$ cat src/rtl/plb_pkg.sv
package plb_pkg;
  localparam int DATA_W   = 32;
  localparam int ADDR_W   = 5;
  localparam int REG_W    = 4;
  localparam int MASK_W   = 6;
  localparam int CMP_BIT  = 1;
  localparam int RT_FIELD = 6;
  localparam int RT_FLAG  = 31;
  localparam logic [MASK_W-1:0] MASK_RST = 6'h32;

  localparam logic [REG_W-1:0] RG_CTRL  = 4'd0;
  localparam logic [REG_W-1:0] RG_PEND  = 4'd1;
  localparam logic [REG_W-1:0] RG_MASK  = 4'd2;
  localparam logic [REG_W-1:0] RG_MCLR  = 4'd3;
  localparam logic [REG_W-1:0] RG_MSET  = 4'd4;
  localparam logic [REG_W-1:0] RG_ROUTE = 4'd5;
  localparam logic [REG_W-1:0] RG_RSEL  = 4'd6;
  localparam logic [REG_W-1:0] RG_IDENT = 4'd7;
  localparam logic [REG_W-1:0] RG_CMPLO = 4'd8;
  localparam logic [REG_W-1:0] RG_CMPHI = 4'd9;
endpackage

$ cat src/rtl/plb_decode.sv
module plb_decode
  import plb_pkg::*;
#(
  parameter int NUM_PROC = 4,
  parameter int PID_W    = 2
) (
  input  logic [PID_W-1:0]          req_id,
  input  logic [ADDR_W-1:0]         req_addr,
  input  logic [NUM_PROC*PID_W-1:0] rsel_flat,
  output logic [PID_W-1:0]          tgt,
  output logic [REG_W-1:0]          reg_sel
);
  logic [PID_W-1:0] own_rsel;

  always_comb begin
    own_rsel = rsel_flat[req_id*PID_W +: PID_W];
    tgt      = req_addr[ADDR_W-1] ? own_rsel : req_id;
    reg_sel  = req_addr[REG_W-1:0];
  end
endmodule

$ cat src/rtl/plb_bank.sv
module plb_bank
  import plb_pkg::*;
#(
  parameter int NUM_PROC = 4,
  parameter int NPIN     = 6,
  parameter int PID_W    = 2,
  parameter int PIN_W    = 3
) (
  input  logic              clk,
  input  logic              rst_n,
  input  logic              wr_en,
  input  logic [REG_W-1:0]  reg_sel,
  input  logic [DATA_W-1:0] wdata,
  input  logic              cmp_hit,
  output logic [MASK_W-1:0] mask_o,
  output logic [MASK_W-1:0] pend_o,
  output logic              flag_o,
  output logic [PIN_W-1:0]  pin_o,
  output logic [DATA_W-1:0] cmp_o,
  output logic [PID_W-1:0]  rsel_o,
  output logic [NPIN-1:0]   irq_vec_o
);
  localparam logic [RT_FIELD-1:0] MAX_PIN = RT_FIELD'(NPIN - 1);

  logic [MASK_W-1:0] mask_q, mask_d, pend_q, pend_d;
  logic              flag_q, flag_d;
  logic [PIN_W-1:0]  pin_q, pin_d;
  logic [DATA_W-1:0] cmp_q, cmp_d;
  logic [PID_W-1:0]  rsel_q, rsel_d;
  logic              mask_ld, pend_ld, route_ld, cmp_ld, rsel_ld;
  logic              cmp_wr, cmp_line;

  always_comb begin
    mask_d   = mask_q;
    flag_d   = flag_q;
    pin_d    = pin_q;
    cmp_d    = cmp_q;
    rsel_d   = rsel_q;
    mask_ld  = 1'b0;
    route_ld = 1'b0;
    cmp_ld   = 1'b0;
    rsel_ld  = 1'b0;
    if (wr_en) begin
      case (reg_sel)
        RG_MSET: begin
          mask_d  = mask_q | wdata[MASK_W-1:0];
          mask_ld = 1'b1;
        end
        RG_MCLR: begin
          mask_d  = mask_q & ~wdata[MASK_W-1:0];
          mask_ld = 1'b1;
        end
        RG_ROUTE: begin
          flag_d   = wdata[RT_FLAG];
          pin_d    = wdata[PIN_W-1:0];
          route_ld = (wdata[RT_FIELD-1:0] <= MAX_PIN);
        end
        RG_RSEL: begin
          rsel_d  = wdata[PID_W-1:0];
          rsel_ld = (wdata < DATA_W'(NUM_PROC));
        end
        RG_CMPLO: begin
          cmp_d  = wdata;
          cmp_ld = 1'b1;
        end
        default: ;
      endcase
    end
    cmp_wr = wr_en && (reg_sel == RG_CMPLO);
    pend_d = pend_q;
    if (cmp_wr)  pend_d[CMP_BIT] = 1'b0;
    if (cmp_hit) pend_d[CMP_BIT] = 1'b1;
    pend_ld = cmp_wr | cmp_hit;
  end

  always_ff @(posedge clk or negedge rst_n) begin
    if (!rst_n) begin
      mask_q <= MASK_RST;
      pend_q <= '0;
      flag_q <= 1'b1;
      pin_q  <= '0;
      cmp_q  <= '1;
      rsel_q <= '0;
    end else begin
      if (mask_ld)  mask_q <= mask_d;
      if (pend_ld)  pend_q <= pend_d;
      if (route_ld) begin
        flag_q <= flag_d;
        pin_q  <= pin_d;
      end
      if (cmp_ld)   cmp_q  <= cmp_d;
      if (rsel_ld)  rsel_q <= rsel_d;
    end
  end

  always_comb begin
    cmp_line = pend_q[CMP_BIT] & mask_q[CMP_BIT] & flag_q;
    for (int p = 0; p < NPIN; p++) begin
      irq_vec_o[p] = cmp_line && (pin_q == PIN_W'(p));
    end
  end

  assign mask_o = mask_q;
  assign pend_o = pend_q;
  assign flag_o = flag_q;
  assign pin_o  = pin_q;
  assign cmp_o  = cmp_q;
  assign rsel_o = rsel_q;
endmodule

$ cat src/rtl/plb_rdmux.sv
module plb_rdmux
  import plb_pkg::*;
#(
  parameter int PID_W = 2,
  parameter int PIN_W = 3
) (
  input  logic              clk,
  input  logic              rst_n,
  input  logic              rd_en,
  input  logic [REG_W-1:0]  reg_sel,
  input  logic [PID_W-1:0]  tgt,
  input  logic [MASK_W-1:0] pend,
  input  logic [MASK_W-1:0] mask,
  input  logic              flag,
  input  logic [PIN_W-1:0]  pin,
  input  logic [DATA_W-1:0] cmp,
  input  logic [PID_W-1:0]  rsel,
  output logic              rsp_valid,
  output logic [DATA_W-1:0] rsp_rdata
);
  logic [DATA_W-1:0] rd_d, rd_q;
  logic              vld_q;

  always_comb begin
    case (reg_sel)
      RG_PEND:  rd_d = DATA_W'(pend);
      RG_MASK:  rd_d = DATA_W'(mask);
      RG_ROUTE: rd_d = {flag, (DATA_W-1-PIN_W)'(0), pin};
      RG_RSEL:  rd_d = DATA_W'(rsel);
      RG_IDENT: rd_d = DATA_W'(tgt);
      RG_CMPLO: rd_d = cmp;
      default:  rd_d = '0;
    endcase
  end

  always_ff @(posedge clk or negedge rst_n) begin
    if (!rst_n) begin
      vld_q <= 1'b0;
      rd_q  <= '0;
    end else begin
      vld_q <= rd_en;
      if (rd_en) rd_q <= rd_d;
    end
  end

  assign rsp_valid = vld_q;
  assign rsp_rdata = rd_q;
endmodule

$ cat src/rtl/proc_local_bank.sv
module proc_local_bank
  import plb_pkg::*;
#(
  parameter int NUM_PROC = 4,
  parameter int NPIN     = 6,
  localparam int PID_W   = (NUM_PROC > 1) ? $clog2(NUM_PROC) : 1,
  localparam int PIN_W   = (NPIN > 1) ? $clog2(NPIN) : 1
) (
  input  logic                     clk,
  input  logic                     rst_n,
  input  logic                     req_valid,
  input  logic                     req_write,
  input  logic [PID_W-1:0]         req_id,
  input  logic [ADDR_W-1:0]        req_addr,
  input  logic [DATA_W-1:0]        req_wdata,
  input  logic [NUM_PROC-1:0]      cmp_hit,
  input  logic [NUM_PROC*NPIN-1:0] shared_irq,
  output logic                     rsp_valid,
  output logic [DATA_W-1:0]        rsp_rdata,
  output logic [NUM_PROC*NPIN-1:0] irq_out
);
  logic [NUM_PROC-1:0][MASK_W-1:0] mask_a, pend_a;
  logic [NUM_PROC-1:0]             flag_a;
  logic [NUM_PROC-1:0][PIN_W-1:0]  pin_a;
  logic [NUM_PROC-1:0][DATA_W-1:0] cmp_a;
  logic [NUM_PROC-1:0][PID_W-1:0]  rsel_a;
  logic [NUM_PROC-1:0][NPIN-1:0]   irqv_a;
  logic [NUM_PROC-1:0]             cmp_pend_v;
  logic [NUM_PROC*PID_W-1:0]       rsel_flat;
  logic [NUM_PROC*MASK_W-1:0]      mask_flat;
  logic [PID_W-1:0]                tgt_idx;
  logic [REG_W-1:0]                reg_sel;
  logic                            wr_any, rd_any;

  assign rsel_flat = rsel_a;
  assign mask_flat = mask_a;
  assign wr_any    = req_valid & req_write;
  assign rd_any    = req_valid & ~req_write;

  plb_decode #(.NUM_PROC(NUM_PROC), .PID_W(PID_W)) u_dec (
    .req_id(req_id), .req_addr(req_addr), .rsel_flat(rsel_flat),
    .tgt(tgt_idx), .reg_sel(reg_sel)
  );

  for (genvar i = 0; i < NUM_PROC; i++) begin : g_bank
    plb_bank #(.NUM_PROC(NUM_PROC), .NPIN(NPIN), .PID_W(PID_W), .PIN_W(PIN_W)) u_bank (
      .clk(clk), .rst_n(rst_n),
      .wr_en(wr_any && (tgt_idx == PID_W'(i))),
      .reg_sel(reg_sel), .wdata(req_wdata), .cmp_hit(cmp_hit[i]),
      .mask_o(mask_a[i]), .pend_o(pend_a[i]), .flag_o(flag_a[i]),
      .pin_o(pin_a[i]), .cmp_o(cmp_a[i]), .rsel_o(rsel_a[i]),
      .irq_vec_o(irqv_a[i])
    );
    assign cmp_pend_v[i]               = pend_a[i][CMP_BIT];
    assign irq_out[i*NPIN +: NPIN]     = shared_irq[i*NPIN +: NPIN] | irqv_a[i];
  end

  plb_rdmux #(.PID_W(PID_W), .PIN_W(PIN_W)) u_rd (
    .clk(clk), .rst_n(rst_n), .rd_en(rd_any), .reg_sel(reg_sel), .tgt(tgt_idx),
    .pend(pend_a[tgt_idx]), .mask(mask_a[tgt_idx]), .flag(flag_a[tgt_idx]),
    .pin(pin_a[tgt_idx]), .cmp(cmp_a[tgt_idx]), .rsel(rsel_a[tgt_idx]),
    .rsp_valid(rsp_valid), .rsp_rdata(rsp_rdata)
  );
endmodule

$ cat config.mk
export PLATFORM = sky130hd
export DESIGN_NAME = proc_local_bank
export DESIGN_NICKNAME = d
export VERILOG_FILES = /design/src/rtl/plb_pkg.sv /design/src/rtl/plb_decode.sv /design/src/rtl/plb_bank.sv /design/src/rtl/plb_rdmux.sv /design/src/rtl/proc_local_bank.sv
export SDC_FILE = /design/constraint.sdc
export NUM_CORES = 1
export LEC_CHECK = 0
export ABC_AREA = 1
export ABC_CLOCK_PERIOD_IN_PS = 1950
export BUFFER_PORTS_ARGS = -buffer_cell sky130_fd_sc_hd__buf_2
export CAP_MARGIN = 20
export CORE_UTILIZATION = 44
export CTS_CLUSTER_DIAMETER = 150
export DETAILED_ROUTE_END_ITERATION = 8
export PLACE_DENSITY_LB_ADDON = 0.1
export SYNTH_ARGS = -nofsm -noshare
export SYNTH_HDL_FRONTEND = slang
export SYNTH_SLANG_ARGS = --single-unit
export TNS_END_PERCENT = 100
$ cat constraint.sdc
create_clock -name clk -period 1.95 [get_ports clk]
set_input_delay 0.195 -clock clk [delete_from_list [all_inputs] [get_ports clk]]
set_output_delay 0.195 -clock clk [all_outputs]
set_load 0.02 [all_outputs]
# [After elaboration in Yosys (flattened, before gate mapping)]
# Index checks and enable logic that the tools add are counted.
[word_totals] regBits=213 input_bits=71 word_cells=198
[classes] order_cmp=3 n_eq_ne=31 shift=1 n_mux=46 n_bitwise=28 reduce_logical=63
[ops] op="$pmux W32 S6" count=1
[ops] op="$bmux W32 S2" count=1
[ops] op="$or A6 B6 Y6" count=8
[ops] op="$pmux W6 S2" count=4
[ops] op="$reduce_and A3 Y1" count=16
[ops] op="$logic_and A1 B1 Y1" count=32
[ops] op="$lt A32 B3 Y1 const B" count=1
[ops] op="$mux W32" count=1
[ops] op="$mux W1" count=29
[ops] op="$and A6 B6 Y6" count=4
[ops] op="$bmux W6 S2" count=2
[ops] op="$eq A3 B2 Y1 const B" count=8
[ops] op="$eq A3 B3 Y1 const B" count=8
[ops] op="$eq A4 B3 Y1 const B" count=4
[ops] op="$eq A3 B1 Y1 const B" count=4
[ops] op="$logic_not A3 Y1" count=4
[ops] op="$mux W6" count=2
[ops] op="$and A1 B1 Y1" count=10
[ops] op="$reduce_bool A2 Y1" count=5
[ops] op="$eq A4 B2 Y1 const B" count=2
[ops] op="$reduce_and A2 Y1" count=4
[ops] op="$shiftx A8 B4 Y2" count=1
[ops] op="$bmux W3 S2" count=1
[ops] op="$le A6 B3 Y1 const B" count=1
[ops] op="14 further kinds" count=19

# [Logic depth before layout (Yosys ltp)]
# Gate-level depths: netlist of run 1.
[depth] depth_word=7 ltp_mapped=16 ltp_nobuf=15

# [Modules after synthesis]
# A second synthesis of run 1 with hierarchy kept.
[unflattened] hier_cells=1758 area_unflattened_um2=12116.6
[modules_own_cells] mod="plb_bank at g_bank[1].u_bank ..." instances=3 cells_each=255 area_per_inst_um2=2075.7
[modules_own_cells] mod="plb_bank at g_bank[0].u_bank" instances=1 cells_each=255 area_per_inst_um2=2085.8
[modules_own_cells] mod="proc_local_bank" instances=1 cells_each=516 area_per_inst_um2=2035.7
[modules_own_cells] mod="plb_rdmux" instances=1 cells_each=194 area_per_inst_um2=1641.6
[modules_own_cells] mod="plb_decode" instances=1 cells_each=28 area_per_inst_um2=126.4

# [Worst setup path before layout of run 1]
# OpenSTA, ideal clock, no wires.
[synth_path] kind="flip-flop to flip-flop" start="register g_bank[3].u_bank.rsel_q[0]" end="register u_rd.rd_q[2] (netlist: u_rd.rsp_rdata[2])" setup_time_ps=117 t_arrival_ps=1507 path_slack_ps=326 stages_incl_launch_ff=13 n_path_buf=2 period_less_slack_ps=1624 cell_sequence="dfrtp_1 nand2_1 nand3_1 nand2_2 nand2_8 buf_6 buf_6 nand2_1 a21oi_1 o21ai_0 nand3_1 nand2_1 nand2_1"
[synth_via] elab_chain_len=5 elab_cells_between_ends=11 cone_classes="1 x shift; 10 x mux"
[synth_rtl] item="start, declared" line="plb_bank.sv:29" source="logic [PID_W-1:0] rsel_q, rsel_d;"
[synth_rtl] item="start signal, assigned" line="plb_bank.sv:92" source="if (rsel_ld) rsel_q <= rsel_d;"
[synth_rtl] item="$shiftx A8 B4 Y2 *" line="plb_decode.sv:16" source="own_rsel = rsel_flat[req_id*PID_W +: PID_W];"
[synth_rtl] item="$mux W2 *" line="plb_decode.sv:17" source="tgt = req_addr[ADDR_W-1] ? own_rsel : req_id;"
[synth_rtl] item="$bmux W32 S2 (tied with other cells)" line="proc_local_bank.sv:61" source=".pin(pin_a[tgt_idx]), .cmp(cmp_a[tgt_idx]), .rsel(rsel_a[tgt_idx]),"
[synth_rtl] item="$mux W32 (not written as such) (tied with other cells)" line="proc_local_bank.sv:61"
[synth_rtl] item="$pmux W32 S6 *" line="plb_rdmux.sv:25" source="case (reg_sel)"
[synth_rtl] item="end signal, assigned" line="plb_rdmux.sv:42" source="if (rd_en) rd_q <= rd_d;"
[synth_rtl] item="end, declared" line="plb_rdmux.sv:21" source="logic [DATA_W-1:0] rd_d, rd_q;"
# Every way passes the cells marked *; elsewhere a longest branch is shown, timed or not. The select of a mux whose other input is x is not followed.
# A chain may end at the register's enable or synchronous reset.

# [Final worst setup path of run 1]
[layout_path] start="register g_bank[0].u_bank.flag_q" end="output port irq_out[1]"
[layout_via] elab_chain_len=3
[layout_rtl] item="start, declared" line="plb_bank.sv:26" source="logic flag_q, flag_d;"
[layout_rtl] item="start signal, assigned" line="plb_bank.sv:88" source="flag_q <= flag_d;"
[layout_rtl] item="$and A1 B1 Y1" line="plb_bank.sv:97" source="cmp_line = pend_q[CMP_BIT] & mask_q[CMP_BIT] & flag_q;"
[layout_rtl] item="$logic_and A1 B1 Y1" line="plb_bank.sv:99" source="irq_vec_o[p] = cmp_line && (pin_q == PIN_W'(p));"
[layout_rtl] item="$or A6 B6 Y6" line="proc_local_bank.sv:55" source="assign irq_out[i*NPIN +: NPIN] = shared_irq[i*NPIN +: NPIN] | irqv_a[i];"
[layout_rtl] item="end, declared" line="proc_local_bank.sv:20" source="output logic [NUM_PROC*NPIN-1:0] irq_out"
# Every way passes these cells.

==> out/metrics.cfg, run 1 <==
[global_route]
grt_pass1_wl_um = 45900
grt_max_degree = 61
antenna_found_initial = 0
grt_usage_pct = 24.1
grt.overflow.total = 0
grt_pass1_vias = 8525

[die]
rows = 55
design.core.area_um2 = 22800
start_util_pct = 45.3
fp.dieW_um = 155
io_pins = 128
die_area_um2 = 24100
die-height_um = 155

[drt]
drt-pass1-iter-count = 5
drtIter0Drc = 564
wirelength_um = 28000
wl_per_cell_um = 16.5
avgViaCountPerCell = 5.10
drc = 0
ant_nets = 0
num_vias = 8631

[timing]
slew_viol_final = 0
hold_viol = 0
period_needed_ns = 1.91
slew-limit-headroom_pct = 60.6
rsz0062_at_grt = yes
setup_viol_count_final = 0
skew_ns = 0.0134
fmax_mhz = 523
worstMarginPinSlew_ns = 0.591
period_share_pct = 98.0

[run]
maxCapViolCount = 0

[outcome]
outcome = completed

[yosys]
synth-main-ff-cell = dfstp_2
synth-edff-count = 0
synth.avg_cell_area_um2 = 8.68
synth.yosys.seq_area_share_pct = 53.3
yosysUniqueCellTypes = 38
ys_ff_latch = 213
synth_nets = 1263
postSynthCellCount = 1192
async_flop_share_pct = 100
syn_area_um2 = 10300
synth-warning-count = 0

[clock_network]
clk_latency_ns = 0.52
cts_root_buf = clkbuf_16
clk_pin_slew_ns = 0.06
htree_num_levels = 1
tritoncts = built
clock-sinks = 213
numCtsBuffers = 24
cts_buffer_depth = 3

[worst_setup_path]
r2r_start = g_bank[1].u_bank.rsel_o[0]$_DFFE_PN0P_
path_class = flip-flop to output pin
startpoint_type = flip-flop
crit_start = g_bank[0].u_bank.flag_o$_DFFE_PN1P_
end_kind = output pin
critPathMaxFanout = 6
arrival_ns = 1.72
worstPathRequired_ns = 1.75

[cells_and_area]
final_net_count = 1431
drive_above_1_share_pct = 32.7
stdcell_count = 1691
fin_util_pct = 56.2
antenna_cells = 0
syn_to_final_growth_pct = 24.0

[placed_design]
portBuffers = 127
gp_congestion = 0.864
dp_hpwl_um = 18700
place_inst = 1622

[hold_path]
worst_hold_startpoint = req_wdata[24]
hp-class = input port to flip-flop

[pwr]
p_total_uw = 11200
total_leakage_power_uw = 0.00576
max-vdd-ir-drop_uv = 485
power_density_nw_per_um2 = 870

==> cell type report <==
type / instances / area (um^2)
clock buffers: 36 / 737
multi-input cells: 827 / 4240
repair buffers: 201 / 1480
fillers: 2198 / 10000
inverters: 93 / 359
clock inverters: 8 / 120
flip-flops and latches: 213 / 5510
well taps: 313 / 392
==> power by group <==
part	internal, uW	leakage (uW)	total, uW	switching, uW
Clock	3000	0.000418	4790	1790
Combinational	487	0.00294	1240	756
Sequential	4930	0.00241	5120	191
Total	8420	0.00576	11200	2740
==> stage by stage <==
step / setup TNS, ns / worst slack, ns / hold WS [ns] / area [um^2]
after floorplan: 0 / 0.326 / -0.101 / 10300
after global placement: -0.957 / -0.131 / 0.176 / 11500
after detailed placement: -0.731 / -0.111 / 0.172 / 11500
after CTS: 0 / 0.000231 / 0.00368 / 12700
after global routing: -0.168 / -0.0249 / 0.0395 / 12800
final: 0 / 0.0389 / 0.0223 / 12800
==> synthesized netlist by cell type, types with 6 or more instances <==
master    number  area, um^2
nand2_1      435        1630
dfstp_2      144        3780
o21ai_1       86         430
inv_1         83         312
dfrtp_1       69        1730
o21ai_0       53         265
nor2_1        43         161
nand4_1       35         219
o21ai_2       31         272
nand3_1       30         150
a22o_1        25         219
buf_6         23         259
a21oi_1       22         110
buf_2         18        90.1
o41ai_1       16         140
clkbuf_1      14        52.6
inv_2          9        33.8
o21bai_1       9        67.6
a31oi_1        6        37.5
nor2_4         6        67.6
==> critical path, cell delays in order, from the launching register on <==
cell     delay (ns)
dfstp_2        0.61
nand3_4        0.16
o41ai_2        0.22
buf_2          0.21
==> placed cells by master, fill, tap and decap left out, types with 2 or more instances in the layout <==
cell / n
buf_12: 15
nor2_4: 6
o21ai_2: 31
clkbuf_1: 4
inv_4: 4
buf_4: 41
o41ai_1: 4
dfrtp_1: 69
nor2_2: 3
o21bai_1: 9
inv_2: 6
inv_1: 83
nand3_1: 26
clkinvlp_4: 2
o41ai_2: 10
nand2_4: 6
buf_2: 119
dfstp_2: 144
dlygate4sd3_1: 22
buf_6: 2
nand4_1: 35
a22o_1: 25
clkinv_2: 3
bufinv_16: 3
o21ai_0: 48
a31oi_1: 6
nand2_2: 7
clkbuf_8: 8
a21oi_1: 22
o21ai_1: 91
nor3_1: 4
o41ai_4: 2
nand2_1: 431
nand3_4: 5
nor2_1: 42
a21o_1: 3
clkbuf_16: 25
==> logic make-up after synthesis <==
family / count (synthesis) / synth area share (%)
AOI/OAI and AO/OA: 255 / 15.4
and+or+nand+nor: 572 / 23.7
buffers and inverters: 152 / 7.57
DFF: 213 / 53.3
==> per-layer routing <==
layer	wire length [um]	vias to the layer above	global-route usage [%]	share of wire, %
li1	-	4258	-	-
met1	13600	4165	34.7	49
met2	12800	173	39.1	46
met3	1060	35	2.81	3.8
met4	467	0	5.18	1.7
met5	0	-	0	0
==> repair_timing <==
item                                   CTS  global route
resized for setup                       13            35
hold buffers                            22             0
endpoints found under the hold margin   78             0
pin swaps                                0             6
setup endpoints to repair               21            83
setup buffers                            0             3
==> path summary, 6_finish.rpt <==
| path | end | slack [ns] | cells past startpoint |
|---|---|---|---|
| worst max-delay path | irq_out[1] | 0.04 | 3 |
| worst min-delay path | g_bank[1].u_bank.cmp_o[24]$_DFFE_PN1P_ | 0.02 | 3 |
| worst max register to register | u_rd.rsp_rdata[1]$_DFFE_PN0P_ | 0.12 | 14 |
| worst min register to register | u_rd.rsp_rdata[2]$_DFFE_PN0P_ | 0.47 | 2 |
| max in group asynchronous | asynchronous set/reset pin | 1.02 | 3 |
| min in group asynchronous | asynchronous set/reset pin | 0.21 | 2 |
Note: power is estimated with default switching activity, not from simulation.
==> inputs of run 2 (changes only) <==
--- a/config.mk
+++ b/config.mk
@@ -10,6 +10,7 @@
 export BUFFER_PORTS_ARGS = -buffer_cell sky130_fd_sc_hd__buf_2
 export CAP_MARGIN = 20
 export CORE_UTILIZATION = 44
+export CTS_BUF_LIST = sky130_fd_sc_hd__clkbuf_2
 export CTS_CLUSTER_DIAMETER = 150
 export DETAILED_ROUTE_END_ITERATION = 8
 export PLACE_DENSITY_LB_ADDON = 0.1
==> run 2 against run 1 <==
Compared with the run above:
- via count is 4.3% higher
- final cell count increased by 5.9%
- largest power group unchanged
- core utilization grew 0.63 points
- power fell by 13%
- sequential cell count unchanged
- the run now ends with negative setup slack left
- routed wire length up 4.6%
- first-iteration DRC count is 7.4% higher
- combinational power increased by 6%
- clock power down 33%
- maximum frequency down 13%
- register-to-register slack hardly changed
- die area did not move
- critical path type unchanged
==> out/metrics.cfg, run 2 (synthesis gave the netlist of run 1 again) <==
[worst_setup_path]
r2r_slack_ns = 0.11
r2r_start = g_bank[3].u_bank.rsel_o[0]$_DFFE_PN0P_
worstPathRequired_ns = 1.75
path_cells = nand3_4 -> o41ai_4 -> buf_4
ff2ff_path_depth = 11
critPathMaxFanout = 6
slowest_delay_ns = 0.57
slowest_stage = dfstp_2
startpoint_type = flip-flop
arrival_ns = 1.99
r2r_end = u_rd.rsp_rdata[6]$_DFFE_PN0P_
end_kind = output pin
path_class = flip-flop to output pin

[clock_network]
clock-sinks = 213
clk_latency_ns = 0.82
numCtsBuffers = 56
htree_num_levels = 2
cts_root_buf = clkbuf_2
tritoncts = built
cts_buffer_depth = 3
clk_pin_slew_ns = 0.11

[global_route]
grt_pass1_vias = 8988
grt_pass1_wl_um = 47600
grt-busiest-layer = met2
use_met1_pct = 35.2
met3_usage_pct = 4.51
grt_max_degree = 61
grt_usage_pct = 25.2
grt.overflow.total = 0
antenna_found_initial = 1
globalRouteMet2Util_pct = 40.4

[die]
design.core.area_um2 = 22800
start_util_pct = 45.3
io_pins = 128
die-height_um = 155
rows = 55
fp.dieW_um = 155
die_area_um2 = 24100

[pwr]
max-vdd-ir-drop_uv = 379
total_leakage_power_uw = 0.00599
seq_power_share_pct = 52.9
power.internal_uw = 6830
clockPowerShare_pct = 33.4
p_sw_uw = 2830
power_density_nw_per_um2 = 745
comb_power_share_pct = 13.7
swShare_pct = 29.3

[timing]
tns_ns = -4.53
rsz0062_at_grt = yes
fin_ws_ns = -0.237
setup_viol_count_final = 24
period_share_pct = 112
slew-limit-headroom_pct = 48.9
fmax_mhz = 457
slew_viol_final = 0
hold_viol = 0
hold_slack_ns = 0.105
skew_ns = 0.0502
period_needed_ns = 2.19
worstMarginPinSlew_ns = 0.764

[run]
maxCapViolCount = 0

[placed_design]
gp_congestion = 0.864
portBuffers = 127
place_inst = 1622
place_area_um2 = 11500
dp_hpwl_um = 18700

[cells_and_area]
drive_above_1_share_pct = 36.1
multi_input_area_um2 = 4320
seq_area_um2 = 5520
mostFrequentLayoutCells = nand2_1, dfstp_2, buf_2
stdcell_count = 1790
fillers = 2209
layout_commonest_cell = nand2_1
syn_to_final_growth_pct = 25.4
final_net_count = 1499
stdcell_area_um2 = 13000
fin_util_pct = 56.8

[hold_path]
hp-class = input port to flip-flop
hold_path_end = g_bank[0].u_bank.pend_o[1]$_DFFE_PN0P_
worst_hold_startpoint = cmp_hit[0]
whs_path_depth = 3

[drt]
wirelength_um = 29300
num_vias = 8998
wl_per_cell_um = 16.3
drt-pass1-iter-count = 6
drc = 0
avgViaCountPerCell = 5.03
drtIter0Drc = 606
ant_nets = 0

[outcome]
outcome = finished with violations
failed_checks = negative setup slack

==> run 2: cell types whose count changed in the layout (fill, tap and decap cells not counted), moves of 4 or more <==
cell and change:
clkbuf_8 -7, dfrtp_2 +8, inv_1 -4, buf_6 +5
clkinv_1 +12, buf_4 +19, clkbuf_2 +92, dlygate4sd3_1 +24
dfrtp_1 -8, buf_2 -12, o41ai_1 -4, inv_2 +4
clkbuf_16 -25, clkbuf_1 -4
==> run 2: worst max path at each step <==
| stage | start | end | slack [ns] |
|---|---|---|---|
| 3_3_place_gp | req_wdata[5] | g_bank[3].u_bank.rsel_o[0]$_DFFE_PN0P_ | -0.13 |
| 6_report | flip-flop | irq_out[11] | -0.24 |
| 5_1_grt | flip-flop | irq_out[17] | -0.38 |
| 3_5_place_dp | req_wdata[5] | g_bank[1].u_bank.rsel_o[0]$_DFFE_PN0P_ | -0.11 |
| 4_1_cts | flip-flop | irq_out[16] | -0.34 |
| 2_1_floorplan | g_bank[3].u_bank.rsel_o[0]$_DFFE_PN0P_ | u_rd.rsp_rdata[2]$_DFFE_PN0P_ | 0.33 |
==> run 2: repair_timing <==
item,in CTS,in global routing
setup buffers,6,8
hold endpoints to repair,385,0
cloned,0,1
resized for setup,42,46
setup endpoints to repair,27,104
pin swaps,9,10
hold buffers,46,0
==> run 2: layout make-up <==
type | count | area share [%]
Tap cell | 313 | 3.02
Clock inverter | 14 | 0.617
Clock buffer | 92 | 3.55
Sequential cell | 213 | 42.6
Timing Repair Buffer | 236 | 14.2
Inverter | 93 | 2.77
Multi-Input combinational cell | 828 | 33.3
Antenna cell | 1 | 0.0193
==> run 2: critical path: cells and delay by family, from the launching register on <==
| kind | cells | cell delay (ns) |
|---|---|---|
| flops | 1 | 0.57 |
| compound gates | 1 | 0.27 |
| buf+inv | 1 | 0.20 |
| simple gates | 1 | 0.15 |
==> run 2: through the flow <==
stage          total power, uW  worst slack, ns
2_1_floorplan             5840            0.326
3_3_place_gp              6330           -0.131
3_5_place_dp              6360           -0.111
4_1_cts                   9740           -0.335
5_1_grt                  10200           -0.383
6_report                  9660           -0.237
==> run 2: per-layer routing <==
layer | wire [um] | vias to the layer above
met2 | 13400 | 244
met3 | 1590 | 32
met4 | 346 | 0
li1 | - | 4429
met5 | 0 | -
met1 | 13900 | 4293
==> run 2: power by group through the flow <==
| stage | clock (uW) | combinational, uW | sequential [uW] |
|---|---|---|---|
| after global placement | 0 | 1160 | 5170 |
| after CTS | 3340 | 1290 | 5110 |
| final | 3230 | 1320 | 5110 |
| after global routing | 3610 | 1480 | 5160 |
| after detailed placement | 0 | 1180 | 5170 |
| after floorplan | 0 | 708 | 5130 |
==> inputs of run 3 (changes only) <==
--- a/config.mk
+++ b/config.mk
@@ -9,6 +9,7 @@
 export ABC_CLOCK_PERIOD_IN_PS = 1950
 export BUFFER_PORTS_ARGS = -buffer_cell sky130_fd_sc_hd__buf_2
 export CAP_MARGIN = 20
+export CORE_ASPECT_RATIO = 0.6
 export CORE_UTILIZATION = 44
 export CTS_BUF_LIST = sky130_fd_sc_hd__clkbuf_2
 export CTS_CLUSTER_DIAMETER = 150
==> run 3 against run 2 <==
Compared with the run above:
- the run still ends with negative setup slack left
- largest cell class unchanged
- clock power decreased by 8.0%
- highest routed layer unchanged
- non-clock buffer count increased by 18
- sequential cell count unchanged
- routed wire length increased by 6.2%
- first-iteration DRC count increased by 18%
- global-route usage increased by 1.3 points
==> out/metrics.cfg, run 3 (synthesis gave the netlist of run 1 again) <==
[outcome]
outcome = finished with violations
failed_checks = negative setup slack

[pwr]
max-vdd-ir-drop_uv = 367
power_density_nw_per_um2 = 727
p_total_uw = 9450
total_leakage_power_uw = 0.00598

[global_route]
grt_pass1_wl_um = 49000
grt_pass1_vias = 8738
grt_max_degree = 53
grt_usage_pct = 26.4
grt.overflow.total = 0
antenna_found_initial = 0

[timing]
hold_slack_ns = 0.0863
period_share_pct = 116
slew_viol_final = 0
hold_viol = 0
rsz0062_at_grt = yes
fin_ws_ns = -0.309
worstMarginPinSlew_ns = 0.667
tns_ns = -5.84
setup_viol_count_final = 24
slew-limit-headroom_pct = 55.4
skew_ns = 0.0776
period_needed_ns = 2.26
fmax_mhz = 443

[placed_design]
dp_hpwl_um = 20200
portBuffers = 127
place_worst_setup_slack_ns = 0.0242
place_inst = 1639
gp_congestion = 0.937

[clock_network]
clk_latency_ns = 0.88
numCtsBuffers = 51
cts_buffer_depth = 3
htree_num_levels = 2
clock-sinks = 213
clk_pin_slew_ns = 0.12
tritoncts = built
cts_root_buf = clkbuf_2

[drt]
wl_per_cell_um = 17.3
ant_nets = 0
drtIter0Drc = 718
num_vias = 9192
avgViaCountPerCell = 5.12
wirelength_um = 31100
drt-pass1-iter-count = 6
drc = 0

[die]
fp.dieW_um = 200
rows = 43
io_pins = 128
design.core.area_um2 = 23100
start_util_pct = 44.8
die-height_um = 121
die_area_um2 = 24100

[worst_setup_path]
end_kind = output pin
path_class = flip-flop to output pin
worstPathRequired_ns = 1.75
startpoint_type = flip-flop
arrival_ns = 2.06
ff2ff_path_depth = 11
critPathMaxFanout = 6

[run]
maxCapViolCount = 0

[cells_and_area]
syn_to_final_growth_pct = 25.7
mostFrequentLayoutCells = nand2_1, dfstp_2, buf_2
fillers = 2190
drive_above_1_share_pct = 35.9
antenna_cells = 0
final_net_count = 1512
stdcell_count = 1796
layout_commonest_cell = nand2_1

[hold_path]
whs_path_depth = 3
hp-class = input port to flip-flop

run 3: cell count changes in the layout (fill, tap and decap cells not counted), sizes merged, moves of 4 or more:
cell,before,now
buf,189,202
clkbuf,93,84
clkinv,13,9
dlygate4sd3,46,50
run 3: metrics by stage:
| step | util (%) | instance area [um^2] |
|---|---|---|
| after floorplan | - | 10300 |
| after global placement | 50.2 | 11600 |
| after detailed placement | 50.2 | 11600 |
| after CTS | 55.4 | 12800 |
| after global routing | 56.3 | 13000 |
| final | 56.3 | 13000 |
run 3: critical path, cell delays in order, from the launching register on:
cell,delay [ns]
dfstp_2,0.61
nand3_4,0.15
o41ai_2,0.25
buf_2,0.22
run 3: metal layers:
layer / track usage [%] / vias to the layer above / part of all wire [%]
li1: - / 4466 / -
met1: 42.3 / 4375 / 51
met2: 36.0 / 316 / 41
met3: 5.10 / 35 / 7.1
met4: 5.96 / 0 / 1.1
met5: 0 / - / 0
run 3: report_power, final:
part / switching (uW) / internal (uW)
Combinational: 804 / 561
Sequential: 194 / 4930
Clock: 1860 / 1110
run 3: what timing repair did:
action,4_1_cts,5_1_grt
setup buffers,5,7
hold buffers,51,0
cloned,0,1
setup endpoints to repair,24,82
resized for setup,37,42
pin swaps,6,8
hold endpoints to repair,412,0
run 3: cell type report:
class	instances	area, um^2	share of cell area, %
clock buffers	83	415	3.20
clock inverters	10	41.3	0.318
flip-flops and latches	213	5520	42.4
well taps	315	394	3.03
repair buffers	254	1970	15.2
inverters	93	357	2.74
multi-input cells	828	4300	33.1
run 3: path summary, 6_finish.rpt:
check	start	endpoint	slack, ns
setup / recovery	flip-flop	irq_out[5]	-0.31
setup reg to reg	g_bank[0].u_bank.rsel_o[0]$_DFFE_PN0P_	u_rd.rsp_rdata[19]$_DFFE_PN0P_	0.11
max in group asynchronous	rst_n	asynchronous set/reset pin	0.68
hold reg to reg	g_bank[0].u_bank.cmp_o[27]$_DFFE_PN1P_	g_bank[0].u_bank.cmp_o[27]$_DFFE_PN1P_	0.48
min in group asynchronous	rst_n	g_bank[2].u_bank.cmp_o[10]$_DFFE_PN1P_	0.10
hold / removal	cmp_hit[1]	g_bank[1].u_bank.pend_o[1]$_DFFE_PN0P_	0.09
